`config.mk`:
```
export PLATFORM = sky130hd
export DESIGN_NAME = gpio_pad_bank
export DESIGN_NICKNAME = d
export VERILOG_FILES = /design/src/rtl/gpio_bank_pkg.sv /design/src/rtl/gpio_in_sync.sv /design/src/rtl/gpio_pin_regs.sv /design/src/rtl/gpio_pad_bank.sv
export SDC_FILE = /design/constraint.sdc
export NUM_CORES = 1
export LEC_CHECK = 0
export BUFFER_PORTS_ARGS = -buffer_cell sky130_fd_sc_hd__buf_2
export CAP_MARGIN = 20
export CELL_PAD_IN_SITES_DETAIL_PLACEMENT = 0
export CELL_PAD_IN_SITES_GLOBAL_PLACEMENT = 2
export CORE_MARGIN = 1.5
export CORE_UTILIZATION = 31
export CTS_BUF_LIST = sky130_fd_sc_hd__clkbuf_4
export CTS_CLUSTER_DIAMETER = 50
export DETAILED_ROUTE_END_ITERATION = 8
export GPL_TIMING_DRIVEN = 0
export PLACE_DENSITY_LB_ADDON = 0.3
export RECOVER_POWER = 25
export SYNTH_ARGS = -nofsm -noshare
export SYNTH_HDL_FRONTEND = slang
export SYNTH_SLANG_ARGS = --single-unit
```
`constraint.sdc`:
```
create_clock -name clk -period 3.2 [get_ports clk]
set_clock_uncertainty 0.05 [all_clocks]
set_input_delay 0.32 -clock clk [delete_from_list [all_inputs] [get_ports clk]]
set_output_delay 0.32 -clock clk [all_outputs]
set_load 0.02 [all_outputs]
```
`src/rtl/gpio_bank_pkg.sv`:
```
package gpio_bank_pkg;

    typedef enum logic [1:0] {
        BIAS_NONE = 2'd0,
        BIAS_DOWN = 2'd1,
        BIAS_KEEP = 2'd2,
        BIAS_UP   = 2'd3
    } bias_req_e;

    localparam int OE_BIT     = 0;
    localparam int BIAS_LSB   = 2;
    localparam int DRV_LSB    = 4;
    localparam int DRV_MA_W   = 5;
    localparam int DRV_CODE_W = 3;
    localparam int IO_OUT_BIT = 0;
    localparam int IO_IN_BIT  = 1;

    typedef struct packed {
        logic                  oe;
        logic [1:0]            pull;
        logic [DRV_CODE_W-1:0] drv;
    } pin_cfg_t;

    function automatic logic ma_ok(input logic [DRV_MA_W-1:0] ma);
        return (ma >= 5'd2) && (ma <= 5'd16) && !ma[0];
    endfunction

    function automatic logic [DRV_CODE_W-1:0] ma_to_code(input logic [DRV_MA_W-1:0] ma);
        logic [DRV_MA_W-1:0] t;
        t = (ma >> 1) - 5'd1;
        return t[DRV_CODE_W-1:0];
    endfunction

    function automatic logic [DRV_MA_W-1:0] code_to_ma(input logic [DRV_CODE_W-1:0] c);
        return {1'b0, c, 1'b0} + 5'd2;
    endfunction

    function automatic logic [1:0] bias_to_pad(input bias_req_e r, input bit keep);
        if (!keep && r == BIAS_UP) return 2'd2;
        return r;
    endfunction

    function automatic logic [1:0] pad_to_bias(input logic [1:0] c, input bit keep);
        if (!keep && c == 2'd2) return 2'd3;
        return c;
    endfunction

endpackage

```
`src/rtl/gpio_in_sync.sv`:
```
module gpio_in_sync #(
    parameter int WIDTH = 4
) (
    input  logic             clk,
    input  logic             rst,
    input  logic [WIDTH-1:0] raw,
    output logic [WIDTH-1:0] synced
);
    logic [WIDTH-1:0] meta;

    always_ff @(posedge clk) begin
        if (rst) begin
            meta   <= '0;
            synced <= '0;
        end else begin
            meta   <= raw;
            synced <= meta;
        end
    end
endmodule

```
`src/rtl/gpio_pin_regs.sv`:
```
module gpio_pin_regs
    import gpio_bank_pkg::*;
#(
    parameter int DATA_W    = 32,
    parameter int NUM_FUNCS = 3,
    parameter int FUNC_W    = 2,
    parameter int FUNC_LSB  = 12,
    parameter bit KEEPER_EN = 1'b1
) (
    input  logic              clk,
    input  logic              rst,
    input  logic              ctrl_we,
    input  logic              io_we,
    input  logic [DATA_W-1:0] wdata,
    output pin_cfg_t          cfg,
    output logic [FUNC_W-1:0] func,
    output logic              out_q,
    output logic              reject,
    output logic [DATA_W-1:0] ctrl_rd
);
    bias_req_e             req_bias;
    logic [DRV_MA_W-1:0]   req_ma;
    logic [FUNC_W-1:0]     req_func;
    logic                  func_ok;
    logic                  keep_ok;
    logic                  accept;

    always_comb begin
        req_bias = bias_req_e'(wdata[BIAS_LSB +: 2]);
        req_ma   = wdata[DRV_LSB +: DRV_MA_W];
        req_func = wdata[FUNC_LSB +: FUNC_W];
        func_ok  = int'(req_func) < NUM_FUNCS;
        keep_ok  = KEEPER_EN || (req_bias != BIAS_KEEP);
        accept   = ma_ok(req_ma) && func_ok && keep_ok;
        reject   = ctrl_we && !accept;
    end

    always_ff @(posedge clk) begin
        if (rst) begin
            cfg   <= '0;
            func  <= '0;
            out_q <= 1'b0;
        end else begin
            if (ctrl_we && accept) begin
                cfg.oe   <= wdata[OE_BIT];
                cfg.pull <= bias_to_pad(req_bias, KEEPER_EN);
                cfg.drv  <= ma_to_code(req_ma);
                func     <= req_func;
            end
            if (io_we) out_q <= wdata[IO_OUT_BIT];
        end
    end

    always_comb begin
        ctrl_rd                        = '0;
        ctrl_rd[OE_BIT]                = cfg.oe;
        ctrl_rd[BIAS_LSB +: 2]         = pad_to_bias(cfg.pull, KEEPER_EN);
        ctrl_rd[DRV_LSB +: DRV_MA_W]   = code_to_ma(cfg.drv);
        ctrl_rd[FUNC_LSB +: FUNC_W]    = func;
    end
endmodule

```
`src/rtl/gpio_pad_bank.sv`:
```
module gpio_pad_bank
    import gpio_bank_pkg::*;
#(
    parameter int NUM_PINS  = 4,
    parameter int NUM_FUNCS = 3,
    parameter int FUNC_LSB  = 12,
    parameter int DATA_W    = 32,
    parameter bit KEEPER_EN = 1'b1,
    localparam int FUNC_W   = (NUM_FUNCS > 1) ? $clog2(NUM_FUNCS) : 1,
    localparam int AW       = $clog2(2 * NUM_PINS),
    localparam int PW       = AW - 1
) (
    input  logic                           clk,
    input  logic                           rst,
    input  logic                           wr_en,
    input  logic [AW-1:0]                  addr,
    input  logic [DATA_W-1:0]              wdata,
    output logic [DATA_W-1:0]              rdata,
    output logic                           wr_err,
    input  logic [NUM_PINS-1:0]            pad_in,
    output logic [NUM_PINS-1:0]            pad_out,
    output logic [NUM_PINS-1:0]            pad_oe,
    output logic [2*NUM_PINS-1:0]          pad_pull,
    output logic [DRV_CODE_W*NUM_PINS-1:0] pad_drive,
    output logic [FUNC_W*NUM_PINS-1:0]     pad_mux
);
    logic [NUM_PINS-1:0] in_sync;
    logic [NUM_PINS-1:0] rej;
    logic [DATA_W-1:0]   ctrl_rd [NUM_PINS];
    logic [PW-1:0]       sel_pin;

    assign sel_pin = addr[AW-1:1];

    gpio_in_sync #(.WIDTH(NUM_PINS)) u_sync (
        .clk    (clk),
        .rst    (rst),
        .raw    (pad_in),
        .synced (in_sync)
    );

    for (genvar p = 0; p < NUM_PINS; p++) begin : g_pin
        pin_cfg_t          cfg;
        logic [FUNC_W-1:0] func;
        logic              out_q;
        logic              hit;

        assign hit = wr_en && (sel_pin == PW'(p));

        gpio_pin_regs #(
            .DATA_W    (DATA_W),
            .NUM_FUNCS (NUM_FUNCS),
            .FUNC_W    (FUNC_W),
            .FUNC_LSB  (FUNC_LSB),
            .KEEPER_EN (KEEPER_EN)
        ) u_regs (
            .clk     (clk),
            .rst     (rst),
            .ctrl_we (hit && !addr[0]),
            .io_we   (hit && addr[0]),
            .wdata   (wdata),
            .cfg     (cfg),
            .func    (func),
            .out_q   (out_q),
            .reject  (rej[p]),
            .ctrl_rd (ctrl_rd[p])
        );

        assign pad_oe[p]                        = cfg.oe;
        assign pad_out[p]                       = out_q;
        assign pad_pull[2*p +: 2]               = cfg.pull;
        assign pad_drive[DRV_CODE_W*p +: DRV_CODE_W] = cfg.drv;
        assign pad_mux[FUNC_W*p +: FUNC_W]      = func;
    end

    always_comb begin
        rdata = '0;
        for (int p = 0; p < NUM_PINS; p++) begin
            if (sel_pin == PW'(p)) begin
                if (addr[0]) begin
                    rdata[IO_OUT_BIT] = pad_out[p];
                    rdata[IO_IN_BIT]  = in_sync[p];
                end else begin
                    rdata = ctrl_rd[p];
                end
            end
        end
    end

    always_ff @(posedge clk) begin
        if (rst) wr_err <= 1'b0;
        else     wr_err <= |rej;
    end
endmodule

```
==> results by group <==
Outcome
  • Status: completed

Route
  • Remaining antenna violation count: 0
  • Drt pass-1 iters: 4
  • WL final: 6290 microns
  • Initial DRC Count: 81
  • Wirelength per Cell: 14.8 microns
  • Post-route DRC: 0
  • Total number of vias: 1857
  • Post-DR vias/cell: 4.37

Die
  • Initial Util: 31.7%
  • Std-Cell Rows: 32
  • Die Area: 8410 sq um
  • CORE AREA: 7690 sq um
  • Chip height: 91.7 microns
  • Num ports: 111
  • Die W: 91.7 microns

Clocking
  • CTS root buf: clkbuf_4
  • CTS sink cnt: 45
  • Setup bufs post-CTS: 0
  • Worst skew pair latency: 0.35 ns
  • Clk slew on worst S/H paths: 0.14 ns
  • PostCTS Resize Cnt: 0
  • Post-CTS Hold Buffers: 0
  • Num CTS Buffers: 5
  • CTS tree: done
  • H-tree levels: 2
  • Clk buf depth: 2

STA
  • Post-route minimum period: 2.40 ns
  • Achievable clock frequency: 417 MHz
  • Hold Worst Slack: 0.115 ns
  • Worst-Margin Slew: 1.19 ns
  • Slew headroom: 20.4%
  • Final Cycle Share: 74.9%
  • Setup TNS: 0 ns
  • Slew Limit Fails: 0
  • RSZ-0062 raised after global routing: false
  • Final setup violation count: 0
  • Hold Vio Cnt, Final: 0

Synthesis
  • Yosys cell types: 32
  • Mapped Avg Cell Area: 10.6 sq um
  • #FFs+latches synth: 45
  • Mapped Cells: 230
  • Warnings, synthesis: 0
  • Mapped Area: 2440 sq um
  • Seq/Total Area, Yosys: 36.9%

Placed design
  • Routability cong.: 0.758
  • DP HPWL: 4620 microns
  • Input/output buffers: 64
  • Placed Instances: 417

Cells and area
  • Most common cell after layout, fill and taps aside: buf_2
  • Commonest cells after routing, fill and taps aside: buf_2, dfxtp_1, nand2b_1
  • Layout Nets: 369
  • Antenna diodes: 0
  • Layout cell share with drive strength beyond 1: 33.1%
  • Layout Cells excl Fill: 425
  • Syn-to-layout area delta: 22.3%
  • Final core occ: 38.8%

Setup path
  • Worst Setup SP: wdata[6]
  • CP Launch Type: primary input
  • Reg2Reg Depth: 2
  • Crit path kind: in -> reg
  • R2r startpoint: g_pin[3].u_regs.cfg[1]$_SDFFE_PP0P_
  • Highest net fanout along the worst path: 8
  • Worst endpoint required time: 3.44 ns
  • Critical Path AT: 2.64 ns
  • Crit end category: flip-flop
  • R2R Setup Slk: 2.42 ns
  • R2R Path End: g_pin[3].u_regs.cfg[1]$_SDFFE_PP0P_

GRT
  • Grt total ovfl: 0
  • Met1 GRT Util: 20.3%
  • Most Crowded Layer GR: met2
  • First-pass GRT wire length: 9810 microns
  • Largest net degree at the start of global routing: 14
  • Grt met3 use: 3.40%
  • Met2 Use GR: 25.6%
  • Initial antenna violation count: 0
  • Vias in the first global route: 1809
  • Tot GR Track Use: 15.4%

Run
  • Number of max-cap violations: 0

Power
  • PwrDens: 333 nW/um^2
  • Worst vdd ir: 0.136 mV
  • LEAKAGE: 1.53 nW

Min path
  • Worst-case hold path end point: u_sync.meta[0]$_SDFF_PP0_
  • Hold crit path type: in -> reg
  • Hold Path Depth: 2
  • Hold Startpoint: pad_in[0]
==> worst max-delay path, cell delays in order <==
cell,delay (ns)
buf_2,0.09
inv_1,0.08
ha_1,0.22
nand2b_4,0.08
a221oi_1,0.98
nand3_2,0.57
mux2i_1,0.30
==> flip-flops by register name, indices dropped and copies added, names as in the netlist <==
| signal | cells |
|---|---|
| g_pin.u_regs.func | 8 |
| u_sync.synced | 4 |
| g_pin.u_regs.out_q | 4 |
| u_sync.meta | 4 |
| wr_err | 1 |
| g_pin.u_regs.cfg | 24 |
==> per-layer routing <==
| layer | share of wire (%) | vias up |
|---|---|---|
| met5 | 0 | - |
| met4 | 1.2 | 0 |
| met3 | 5.4 | 6 |
| met2 | 47 | 60 |
| met1 | 47 | 865 |
| li1 | - | 926 |
==> cells in the mapped netlist (all sizes together) <==
| cell | n | area share (%) |
|---|---|---|
| dfxtp | 45 | 37 |
| nand2b | 40 | 11 |
| mux2i | 35 | 14 |
| buf | 29 | 8.8 |
| nor2b | 14 | 3.6 |
| mux4 | 10 | 9.2 |
| nor2 | 9 | 1.4 |
| clkbuf | 7 | 1.1 |
| ha | 5 | 2.6 |
| nand3 | 5 | 1.6 |
| xnor2 | 4 | 1.4 |
| inv | 3 | 0.46 |
| nand2 | 3 | 0.46 |
| nand4b | 3 | 1.1 |
| a21oi | 2 | 0.41 |
| nand4 | 2 | 1.1 |
| nor3 | 2 | 0.41 |
| or2 | 2 | 0.51 |
| a211o | 1 | 0.36 |
| a211oi | 1 | 0.31 |
| a21o | 1 | 0.36 |
| a221oi | 1 | 1.1 |
| and2 | 1 | 0.26 |
| conb | 1 | 0.15 |
| mux2 | 1 | 0.46 |
| o21ai | 1 | 0.21 |
| o2bb2ai | 1 | 0.36 |
| or2b | 1 | 0.36 |
==> power by group <==
group          switching, mW  internal [mW]
registers            0.00483          0.569
logic                 0.0900         0.0651
clock network          0.183         0.0799
==> metrics by stage <==
stage	total power, mW	cell area [sq um]	worst slack (ns)
final	0.992	2980	0.805
after global routing	1.04	2980	0.697
after CTS	1.01	3020	0.990
after detailed placement	0.745	2970	1.11
after global placement	0.744	2970	1.15
after floorplan	0.701	2520	1.35
==> worst max-delay path by stage <==
| stage | end |
|---|---|
| global route | g_pin[0].u_regs.cfg[2]$_SDFFE_PP0P_ |
| CTS | rdata[6] |
| floorplan | rdata[7] |
| finish | g_pin[0].u_regs.func[1]$_SDFFE_PP0P_ |
| global placement | g_pin[0].u_regs.cfg[0]$_SDFFE_PP0P_ |
| detailed placement | g_pin[0].u_regs.cfg[3]$_SDFFE_PP0P_ |
==> layout make-up <==
type,count,area [sq um]
Fill cell,787,4700
Multi-Input combinational cell,167,1350
Sequential cell,45,901
Timing Repair Buffer,64,307
Buffer,36,240
Tap cell,102,128
Clock buffer,5,37.5
Clock inverter,3,12.5
Inverter,3,11.3
==> cells by family (layout without fill, tap and decap cells) <==
family                     after synthesis  in the layout  synth area share, %
and+or+nand+nor                         82             82                 21.4
muxes                                   46             46                 24.1
xor gates and xnor gates                 4              4                 1.44
other                                    1             22                0.154
DFF                                     45             45                 36.9
adders and majority gates                5              5                 2.57
buffers and inverters                   39            111                 10.4
AOI/OAI and AO/OA                        8              8                 3.08
Power figures use the tool's default switching activity.
